--- src/rtl/hb_pkg.sv ---
package hb_pkg;
  typedef struct packed {
    logic src_a;
    logic src_b;
    logic snk_a;
    logic snk_b;
  } hb_gate_t;

  localparam hb_gate_t GATE_OFF   = '{src_a: 1'b0, src_b: 1'b0, snk_a: 1'b0, snk_b: 1'b0};
  localparam hb_gate_t GATE_FWD   = '{src_a: 1'b1, src_b: 1'b0, snk_a: 1'b0, snk_b: 1'b1};
  localparam hb_gate_t GATE_REV   = '{src_a: 1'b0, src_b: 1'b1, snk_a: 1'b1, snk_b: 1'b0};
  localparam hb_gate_t GATE_BRAKE = '{src_a: 1'b0, src_b: 1'b0, snk_a: 1'b1, snk_b: 1'b1};
endpackage

--- src/rtl/hb_cmd_decode.sv ---
module hb_cmd_decode
  import hb_pkg::*;
(
  input  logic     in_a,
  input  logic     in_b,
  output hb_gate_t gate
);
  always_comb begin
    unique case ({in_a, in_b})
      2'b10:   gate = GATE_FWD;
      2'b01:   gate = GATE_REV;
      2'b11:   gate = GATE_BRAKE;   // no limiter term on this path
      default: gate = GATE_OFF;
    endcase
  end
endmodule

--- src/rtl/hb_wake_timer.sv ---
module hb_wake_timer #(
  parameter int CLK_MHZ = 250,
  parameter int WAKE_NS = 1_500_000
) (
  input  logic clk,
  input  logic rst_n,
  input  logic sleep_n,
  output logic ready
);
  localparam int WAKE_CYC = (CLK_MHZ * WAKE_NS) / 1000;
  localparam int CW = $clog2(WAKE_CYC + 1);
  localparam logic [CW-1:0] WAKE_LIM = CW'(WAKE_CYC);

  logic [CW-1:0] cnt_q;

  always_ff @(posedge clk) begin
    if (!rst_n || !sleep_n) begin
      cnt_q <= '0;
    end else if (cnt_q != WAKE_LIM) begin
      cnt_q <= cnt_q + 1'b1;
    end
  end

  assign ready = (cnt_q == WAKE_LIM);


  ready_after_awake_chk: assert property (@(posedge clk) disable iff (!rst_n)
    ready |-> $past(sleep_n));


  sleep_drops_ready_chk: assert property (@(posedge clk) disable iff (!rst_n)
    !sleep_n |=> !ready);
endmodule

--- src/rtl/hb_thermal.sv ---
module hb_thermal #(
  parameter int TEMP_W = 8,
  parameter int TRIP_C = 165,
  parameter int HYST_C = 15
) (
  input  logic              clk,
  input  logic              rst_n,
  input  logic [TEMP_W-1:0] temp_c,
  output logic              shut_nxt,
  output logic              shut_q
);
  localparam logic [TEMP_W-1:0] TRIP_LVL = TEMP_W'(TRIP_C);
  localparam logic [TEMP_W-1:0] REL_LVL  = TEMP_W'(TRIP_C - HYST_C);

  always_comb begin
    if (temp_c >= TRIP_LVL)      shut_nxt = 1'b1;
    else if (temp_c <= REL_LVL)  shut_nxt = 1'b0;
    else                         shut_nxt = shut_q;
  end

  always_ff @(posedge clk) begin
    if (!rst_n) shut_q <= 1'b0;
    else        shut_q <= shut_nxt;
  end


  therm_hold_chk: assert property (@(posedge clk) disable iff (!rst_n)
    (shut_q && temp_c > REL_LVL) |=> shut_q);


  therm_trip_chk: assert property (@(posedge clk) disable iff (!rst_n)
    (temp_c >= TRIP_LVL) |=> shut_q);
endmodule

--- src/rtl/hb_bridge_ctrl.sv ---
module hb_bridge_ctrl
  import hb_pkg::*;
#(
  parameter int CLK_MHZ = 250,
  parameter int WAKE_NS = 1_500_000,
  parameter int TEMP_W  = 8,
  parameter int TRIP_C  = 165,
  parameter int HYST_C  = 15
) (
  input  logic              clk,
  input  logic              rst_n,
  input  logic              in_a,
  input  logic              in_b,
  input  logic              sleep_n,
  input  logic [TEMP_W-1:0] temp_c,
  output logic              src_a,
  output logic              src_b,
  output logic              snk_a,
  output logic              snk_b,
  output logic              ready,
  output logic              therm_shut
);
  localparam int LEGS = 2;

  hb_gate_t cmd_gate;
  hb_gate_t gate_q;
  logic     wake_ok;
  logic     shut_nxt;
  logic     shut_q;
  logic     drive_en;

  hb_cmd_decode u_dec (
    .in_a (in_a),
    .in_b (in_b),
    .gate (cmd_gate)
  );

  hb_wake_timer #(
    .CLK_MHZ (CLK_MHZ),
    .WAKE_NS (WAKE_NS)
  ) u_wake (
    .clk     (clk),
    .rst_n   (rst_n),
    .sleep_n (sleep_n),
    .ready   (wake_ok)
  );

  hb_thermal #(
    .TEMP_W (TEMP_W),
    .TRIP_C (TRIP_C),
    .HYST_C (HYST_C)
  ) u_therm (
    .clk      (clk),
    .rst_n    (rst_n),
    .temp_c   (temp_c),
    .shut_nxt (shut_nxt),
    .shut_q   (shut_q)
  );

  assign drive_en = sleep_n && wake_ok && !shut_nxt;

  always_ff @(posedge clk) begin
    if (!rst_n)        gate_q <= GATE_OFF;
    else if (drive_en) gate_q <= cmd_gate;
    else               gate_q <= GATE_OFF;
  end

  assign src_a      = gate_q.src_a;
  assign src_b      = gate_q.src_b;
  assign snk_a      = gate_q.snk_a;
  assign snk_b      = gate_q.snk_b;
  assign ready      = wake_ok;
  assign therm_shut = shut_q;

  logic [LEGS-1:0] leg_src;
  logic [LEGS-1:0] leg_snk;
  assign leg_src = {src_b, src_a};
  assign leg_snk = {snk_b, snk_a};

  for (genvar g = 0; g < LEGS; g++) begin : g_leg

    no_shoot_through_chk: assert property (@(posedge clk) disable iff (!rst_n)
      !(leg_src[g] && leg_snk[g]));
  end


  sleep_gates_off_chk: assert property (@(posedge clk) disable iff (!rst_n)
    !sleep_n |=> (gate_q == GATE_OFF));


  shut_gates_off_chk: assert property (@(posedge clk) disable iff (!rst_n)
    therm_shut |-> (gate_q == GATE_OFF));


  brake_passes_chk: assert property (@(posedge clk) disable iff (!rst_n)
    (in_a && in_b && drive_en) |=> (snk_a && snk_b && !src_a && !src_b));
endmodule

--- config.mk ---
export PLATFORM = sky130hd
export DESIGN_NAME = hb_bridge_ctrl
export DESIGN_NICKNAME = d
export VERILOG_FILES = /design/src/rtl/hb_pkg.sv /design/src/rtl/hb_cmd_decode.sv /design/src/rtl/hb_wake_timer.sv /design/src/rtl/hb_thermal.sv /design/src/rtl/hb_bridge_ctrl.sv
export SDC_FILE = /design/constraint.sdc
export NUM_CORES = 1
export LEC_CHECK = 0
export BUFFER_PORTS_ARGS = -buffer_cell sky130_fd_sc_hd__buf_2
export CAP_MARGIN = 20
export CORE_ASPECT_RATIO = 0.9
export CORE_MARGIN = 2
export CORE_UTILIZATION = 38
export CTS_CLUSTER_SIZE = 12
export DETAILED_ROUTE_END_ITERATION = 10
export PLACE_DENSITY_LB_ADDON = 0.3
export REMOVE_ABC_BUFFERS = 1
export SETUP_SLACK_MARGIN = 0.15
export SLEW_MARGIN = 10
export SYNTH_ARGS = -nofsm -noshare
export SYNTH_HDL_FRONTEND = slang
export SYNTH_HIERARCHICAL = 1
export SYNTH_SLANG_ARGS = --single-unit
--- constraint.sdc ---
create_clock -name clk -period 1.6 [get_ports clk]
set_input_delay 0.24 -clock clk [delete_from_list [all_inputs] [get_ports clk]]
set_output_delay 0.24 -clock clk [all_outputs]
set_load 0.005 [all_outputs]
Yosys cells after proc, flatten, opt, wreduce, memory -nomap -nowiden
Index checks and enable logic that the tools add are counted.
Word-level totals
  output and inout bits: 6
  word-level logic and storage cells: 24
  bits in registers: 24
Cells by class
  magnitude comparators: 2
  multiplexer cells: 3
  equality and inequality tests: 5
  reductions and logical operators: 7
  $add $sub $neg: 1
Operators by type and width (number)
  $add 19x1->19 const B: 1
  $eq 19x19->1 const B: 1
  $ne 19x19->1 const B: 1
  $pmux 4 s3: 1
  $ge 8x8->1 const B: 1
  $le 8x8->1 const B: 1
  $eq 2x2->1 const B: 2
  $logic_not 1->1: 3
  $eq 2x1->1 const B: 1
  $logic_and 1x1->1: 2
  $mux 1: 2
  $reduce_and 2->1: 1
  $logic_or 1x1->1: 1

Logic depth before layout (Yosys ltp)
Gate-level depths: netlist (run 1).
  depth after elaboration: 6
  gate-level depth with buffers: 7
  gate-level depth less buffers: 7

Cells and area by module
Netlist (run 1), hierarchy kept.
Modules (own cells, without submodules)
  hb_wake_timer: area each 950.9 µm², cells each 110, instances 1
  hb_bridge_ctrl: area each 115.1 µm², cells each 9, instances 1
  hb_thermal: area each 92.6 µm², cells each 11, instances 1
  hb_cmd_decode: area each 22.5 µm², cells each 4, instances 1

Worst setup path after synthesis (run 1)
Ideal clock, no wire load.
  path kind: register to register
  start: reg u_wake.cnt_q[0]
  end: reg gate_q, in the netlist snk_a
  data required time: 1.541 ns
  stages on the path, launching flop included: 8
  arrival: 1.849 ns
  clock period less this slack: 1.908 ns
  path buffers: 0
  slack: -0.308 ns
  cell sequence: dfxtp_1 -> inv_1 -> ha_1 -> nand4bb_1 -> or4_1 -> nor4_1 -> and4b_1 -> and2_1
Between the ends
  word-level cells in the longest chain between the ends: 4
Ends and longest elaborated chain
  start, declared: line hb_wake_timer.sv:14  | logic [CW-1:0] cnt_q;
  start signal, assigned: line hb_wake_timer.sv:20  | cnt_q <= cnt_q + 1'b1;
  $eq 19x19->1: line hb_wake_timer.sv:24  | assign ready = (cnt_q == WAKE_LIM);
  net ready: line hb_bridge_ctrl.sv:20  | output logic ready,
  $logic_and 1x1->1 (2 in a row): line hb_bridge_ctrl.sv:60  | assign drive_en = sleep_n && wake_ok && !shut_nxt;
  $reduce_and 2->1 (no source line)
  end signal, assigned: line hb_bridge_ctrl.sv:64  | else if (drive_en) gate_q <= cmd_gate;
  end, declared: line hb_bridge_ctrl.sv:26  | hb_gate_t gate_q;
The timed path passes the listed nets, and every way through them passes these cells.
A chain may end at the register's enable or synchronous reset.

Worst setup path in the final report (run 1)
  start: reg u_wake.cnt_q[0]
  end: out ready
Between the ends
  word-level cells in the longest chain between the ends: 1
Ends and longest elaborated chain (line)
  $eq 19x19->1: hb_wake_timer.sv:24
  end, declared: hb_bridge_ctrl.sv:20
No other way between the ends.

==> impl_metrics.csv, run 1 <==
group,metric,value,unit
global_routing,grt_max_degree,14,
clock_tree,cts.path.max_buffers,2,
synthesis,ys_seq_area_share,40.7,%
placed_design,gp_congestion,0.770,
power_and_ir_drop,clkPwrFrac,32.1,%
setup_path,critPathLaunchType,"flop",
placed_design,dp.cells,207,
detailed_routing,vias,1093,
sta,tns,-1.87,ns
detailed_routing,vias_per_cell,5.16,
layout,drive_gt1_share,39.4,%
detailed_routing,drt_iter0_drc,22,
floorplan,io_pins,19,
sta,max_slew.worst_pin.slew,0.442,ns
sta,drv_slew,0,
layout,antenna_cells,0,
setup_path,crit_chain,"inv_2 > ha_4 > nand4bb_1 > or4_4 > nor4_4 > buf_2",
placed_design,hpwl,2110,um
flow_run,maxCapViolations,0,
setup_path,arrival,1.82,ns
setup_path,max_stage_delay,0.52,ns
sta,fin_ws,-0.461,ns
power_and_ir_drop,internal-power,776,uW
outcome,failed_checks,"setup timing",
layout,final_cell_mix,"buf_2, dfxtp_1, buf_4",
sta,max_slew_margin,70.3,%
synthesis,synth_cell_type_count,37,
clock_tree,clk_pin_slew,0.12,ns
min_path,worstHoldPathType,"input pin to flop",
synthesis,syn-mean-instance-area,8.81,um2
detailed_routing,firstDrtPassIters,4,
synthesis,ys_seq_elements,24,
clock_tree,root_buffer,"clkbuf_4",
power_and_ir_drop,p_comb_share,7.5,%
power_and_ir_drop,pwr-share-seq,60.4,%
power_and_ir_drop,swShare,22.5,%
floorplan,initial_utilization,39.1,%
sta,max_freq,485,MHz
setup_path,cp_slowest_cell,"or4_4",
layout,nets,186,
floorplan,die_h,56.9,um
layout,areaGrowthSynthToFinish,31.5,%
power_and_ir_drop,leakage,0.595,nW
floorplan,die_w,62.8,um
setup_path,critPathKind,"flop to output port",
power_and_ir_drop,p_switching,226,uW
floorplan,core-area,3020,um2
clock_tree,cts_buffers,3,
sta,hold_viol,0,
clock_tree,holdBufCountCts,0,
sta,period_needed,2.06,ns
global_routing,antenna_found_initial,0,
floorplan,dieArea,3570,um2
global_routing,globalRouteTotalUtil,16.2,%
layout,fin_cells,212,
clock_tree,htreeDepth,1,
sta,setup_viol,8,
synthesis,yosysWarnings,6,
synthesis,synth_top_area_share,40.7,%
detailed_routing,drc,0,
placed_design,port_buffers,18,
sta,rsz0062_at_grt,"true",
setup_path,cp_data_required_time,1.36,ns
power_and_ir_drop,powerDensity,645,nW/um2
sta,period_share,129,%
clock_tree,cts_tree,"built",
detailed_routing,drt-total-wl,2800,um
power_and_ir_drop,ir_worst_vdd,0.343,mV
setup_path,end_kind,"output port",
global_routing,grt_overflow_total,0,
clock_tree,clkLatencyLatePin,0.32,ns
sta,clock_skew,0.0125,ns
setup_path,critPathTopFamily,"simple AND/OR/NAND/NOR gates",
floorplan,row_count,19,
outcome,status,"finished, violations left",
setup_path,crit_buf_inv,2,
synthesis,netlist_top_cells_area,"dfxtp_1, xor2_1, nor2_1",
setup_path,cp_max_fo,2,
detailed_routing,wl_per_cell,13.2,um
global_routing,grt_pass1_wl,4620,um
global_routing,grt_pass1_vias,1065,
clock_tree,numClockSinks,24,
synthesis,yosysTopAreaCell,"dfxtp_1",
synthesis,synth_area,1180,um2
detailed_routing,ant_nets,0,
synthesis,netlist_instances,134,
## final cells by class
| class | count | area [um2] |
|---|---|---|
| inverters | 4 | 15.0 |
| flip-flops and latches | 24 | 488 |
| multi-input cells | 103 | 739 |
| fillers | 287 | 1470 |
| repair buffers | 35 | 221 |
| clock buffers | 4 | 36.3 |
| well taps | 42 | 52.6 |
## what timing repair did
| item | CTS | global route |
|---|---|---|
| resized for setup | 11 | 12 |
| buffers inserted | 1 | 0 |
| setup endpoints to repair | 11 | 16 |
| pin swaps | 5 | 4 |
## power groups by stage
stage	sequential (mW)	clock [mW]	combinational, mW
finish	0.605	0.322	0.0756
global route	0.606	0.358	0.0828
CTS	0.605	0.338	0.0718
detailed placement	0.617	0	0.0669
global placement	0.617	0	0.0633
floorplan	0.618	0	0.0300
## per-layer routing
| metal | share of wire [%] | global-route usage, % | vias to the layer above |
|---|---|---|---|
| met3 | 1.9 | 2.61 | 2 |
| met4 | 0.61 | 5.40 | 0 |
| met5 | 0 | 0 | - |
| met2 | 51 | 28.0 | 9 |
| met1 | 46 | 20.5 | 526 |
| li1 | - | - | 556 |
## sequential cells by signal, summed over array words and instances, names as in the netlist
register and cells:
u_wake/cnt_q 19, u_therm/shut_q 1, snk_a 1, snk_b 1
src_b 1, src_a 1
## cell families (layout without fill, tap and decap cells)
| logic type | count (synthesis) | count (layout) | share of synthesized area, % |
|---|---|---|---|
| flip-flops | 24 | 24 | 40.7 |
| AND/OR/NAND/NOR | 69 | 69 | 34.0 |
| buffers and inverters | 7 | 43 | 2.22 |
| AO/OA/AOI/OAI | 19 | 19 | 11.1 |
| multiplexers | 2 | 2 | 1.69 |
| XOR/XNOR | 11 | 11 | 8.16 |
| adder cells (fa/ha/maj) | 2 | 2 | 2.12 |
## synthesized netlist by cell type, drive strengths merged
| cell | instances |
|---|---|
| a211oi | 1 |
| ha | 2 |
| nor3 | 4 |
| and3 | 3 |
| nand4bb | 1 |
| mux2i | 2 |
| nor2b | 1 |
| nor4 | 3 |
| dfxtp | 24 |
| nand3 | 8 |
| xor2 | 8 |
| o211ai | 1 |
| and4b | 1 |
| and4 | 6 |
| and2 | 5 |
| or4 | 2 |
| nor2 | 14 |
| nand2 | 8 |
| clkbuf | 3 |
| a21o | 1 |
| nand2b | 2 |
| a21oi | 8 |
| and3b | 1 |
| a31o | 2 |
| or3 | 2 |
| xnor2 | 3 |
| inv | 4 |
| and2b | 1 |
| o21a | 1 |
| o21ai | 4 |
| a21boi | 1 |
| nand4 | 7 |
## stage by stage
step	cell area, um2	utilization (%)	setup WS (ns)	hold WS [ns]	power, mW
finish	1550	51.4	-0.461	0.150	1.00
global route	1550	51.4	-0.583	0.149	1.05
CTS	1520	50.3	-0.469	0.133	1.02
detailed placement	1430	47.5	-0.343	0.472	0.684
global placement	1430	47.5	-0.204	0.455	0.680
floorplan	1170	-	-0.308	0.362	0.648
## worst reg2reg max path, cell delays in order, from the launching register on
cell       delay, ns
dfxtp_2         0.35
inv_2           0.07
ha_4            0.12
nand4bb_1       0.12
or4_4           0.52
buf_4           0.16
buf_4           0.15
o21ai_2         0.16
a21oi_1         0.08
## final timing paths
kind	from	to	slack (ns)	cells after the start
worst max register to register	u_wake/cnt_q[0]	u_wake/cnt_q[1]	-0.23	8
worst min-delay path	in_b	snk_a	0.15	2
worst max-delay path	u_wake/cnt_q[0]	ready	-0.46	6
worst min register to register	u_wake/cnt_q[16]	u_wake/cnt_q[16]	0.51	2
(Power assumes the default switching activity.)
==> run 2, diff against run 1 <==
- SYNTH_HIERARCHICAL: 1 -> not set
==> run 2 against run 1 <==
  * The flow still finishes with violations (setup timing)
  * Utilization up 5.4 points
  * Non-clock buffer count increased by 10
  * Highest routed layer unchanged
  * Register-to-register slack better by 0.24 ns
  * Largest power group unchanged
  * Largest cell class unchanged
  * Fmax up 24%
  * Critical path type unchanged
==> impl_metrics.csv, run 2 <==
group,metric,value,unit
layout,areaGrowthSynthToFinish,44.5,%
power_and_ir_drop,clkPwrFrac,32.3,%
power_and_ir_drop,powerDensity,580,nW/um2
synthesis,syn-mean-instance-area,9.07,um2
clock_tree,numClockSinks,24,
floorplan,die_w,62.7,um
detailed_routing,ant_nets,0,
synthesis,synth_top_area_share,40.8,%
synthesis,yosysTopAreaCell,"dfxtp_1",
synthesis,synth_edf_count,0,
clock_tree,root_buffer,"clkbuf_4",
power_and_ir_drop,pwr-share-seq,61.1,%
layout,utilization,56.9,%
setup_path,critPathKind,"flop to output port",
placed_design,dp.cells,201,
sta,max_slew_margin,64.5,%
clock_tree,holdBufCountCts,0,
clock_tree,cts_tree,"built",
synthesis,async_flop_share,0,%
sta,tns,-0.0679,ns
global_routing,grt_overflow_total,0,
synthesis,synthFlopType,"dfxtp_1",
global_routing,grt_pass1_vias,988,
clock_tree,cts.path.max_buffers,2,
sta,setup_viol,1,
detailed_routing,vias_per_cell,5.18,
layout,drive_gt1_share,48.9,%
clock_tree,clk_pin_slew,0.13,ns
detailed_routing,drt_iter0_drc,29,
flow_run,maxCapViolations,0,
power_and_ir_drop,p_comb_share,6.6,%
floorplan,dieArea,3560,um2
detailed_routing,drt-total-wl,2860,um
sta,fin_hold_ws,0.137,ns
global_routing,grt_max_degree,14,
layout,fin_cells,218,
setup_path,crit_buf_inv,1,
synthesis,synth_cell_type_count,39,
detailed_routing,vias,1129,
power_and_ir_drop,internal-power,766,uW
power_and_ir_drop,p_switching,221,uW
detailed_routing,wl_per_cell,13.1,um
synthesis,netlist_top_cells_area,"dfxtp_1, nor2_1, xor2_1",
sta,rsz0062_at_grt,"true",
sta,period_share,104,%
clock_tree,clkLatencyLatePin,0.31,ns
floorplan,io_pins,19,
sta,max_slew.worst_pin.slew,0.531,ns
layout,largest_register_ffs,19,
synthesis,netlist_instances,130,
setup_path,critPathTopFamily,"simple AND/OR/NAND/NOR gates",
layout,antenna_cells,0,
detailed_routing,firstDrtPassIters,4,
layout,largest_register,"u_wake.cnt_q",
placed_design,gp_congestion,0.843,
power_and_ir_drop,swShare,22.4,%
global_routing,grt_pass1_wl,4530,um
power_and_ir_drop,finalPower,987,uW
outcome,status,"finished, violations left",
global_routing,globalRouteTotalUtil,16.0,%
global_routing,antenna_found_initial,0,
placed_design,placed_area,1420,um2
setup_path,max_stage_delay,0.37,ns
power_and_ir_drop,leakage,0.686,nW
setup_path,crit_chain,"and3_4 > nand3_4 > nor4_4 > buf_2",
sta,hold_viol,0,
setup_path,end_kind,"output port",
sta,clock_skew,0.00967,ns
synthesis,yosysWarnings,0,
synthesis,ys_seq_elements,24,
outcome,failed_checks,"setup timing",
placed_design,dp_slack,0.0196,ns
sta,fin_ws,-0.0679,ns
clock_tree,htreeDepth,1,
placed_design,port_buffers,18,
clock_tree,cts_buffers,3,
synthesis,synthTopCellsByCount,"dfxtp_1, nor2_1, nand2_1, nand4_1",
setup_path,cp_slowest_cell,"dfxtp_2",
layout,final_common_cell,"buf_2",
detailed_routing,drc,0,
sta,max_freq,600,MHz
floorplan,die_h,56.8,um
layout,stdcell_area,1700,um2
layout,nets,192,
setup_path,cp_data_required_time,1.36,ns
synthesis,synth_area,1180,um2
floorplan,initial_utilization,39.3,%
sta,drv_slew,0,
placed_design,hpwl,1920,um
floorplan,row_count,19,
setup_path,critPathLaunchType,"flop",
floorplan,core-area,3000,um2
layout,final_cell_mix,"buf_2, nor2_1, buf_4",
sta,period_needed,1.67,ns
synthesis,synth_most_common_cell,"dfxtp_1",
power_and_ir_drop,ir_worst_vdd,0.487,mV
synthesis,ys_seq_area_share,40.8,%
min_path,worstHoldPathType,"input pin to flop",
setup_path,arrival,1.43,ns
setup_path,cp_max_fo,4,
run 2: layout make-up:
type                            count  area (um2)
Tap cell                           42        52.6
Fill cell                         267        1290
Multi-Input combinational cell    100         772
Clock buffer                        4        36.3
Timing Repair Buffer               45         330
Inverter                            3        11.3
Sequential cell                    24         500
run 2: final timing paths:
kind,startpoint,to,slack [ns],cells past startpoint
worst min register to register,u_wake.cnt_q[13],u_wake.cnt_q[13],0.50,2
worst min-delay path,rst_n,u_therm.shut_q,0.14,3
worst max register to register,u_wake.cnt_q[13],u_wake.cnt_q[0],0.01,6
worst max-delay path,u_wake.cnt_q[13],ready,-0.07,4
run 2: repair_timing:
action / 4_1_cts / 5_1_grt
pin swaps: 9 / 15
endpoints found under the hold margin: 0 / 0
setup endpoints to repair: 15 / 16
resized for setup: 28 / 15
buffers inserted: 5 / 8
run 2: cell families (layout without fill, tap and decap cells):
family / after synthesis / count (layout) / share of synthesized area, %
fa+ha+maj: 2 / 2 / 2.12
simple gates: 66 / 66 / 34.5
buf+inv: 6 / 52 / 1.91
xor+xnor: 9 / 9 / 6.69
compound gates: 21 / 21 / 11.9
flops: 24 / 24 / 40.8
mux: 2 / 2 / 2.12
run 2: power groups by stage:
stage                     clock, mW  combinational, mW  sequential [mW]
after floorplan                   0             0.0276            0.618
after global placement            0             0.0551            0.619
after detailed placement          0             0.0567            0.619
after CTS                     0.331             0.0643            0.603
after global routing          0.362             0.0719            0.604
final                         0.319             0.0654            0.603
run 2: per-layer routing:
metal  part of all wire, %  vias to the layer above  GRT usage [%]
li1                      -                      571              -
met1                    45                      527           19.8
met2                    49                       29           28.1
met3                   5.4                        2           5.01
met4                  0.45                        0           1.90
met5                     0                        -              0
run 2: tightest hold or removal path, cell delays in order:
cell    delay [ns]
buf_2         0.11
inv_1         0.04
nor2_1        0.04
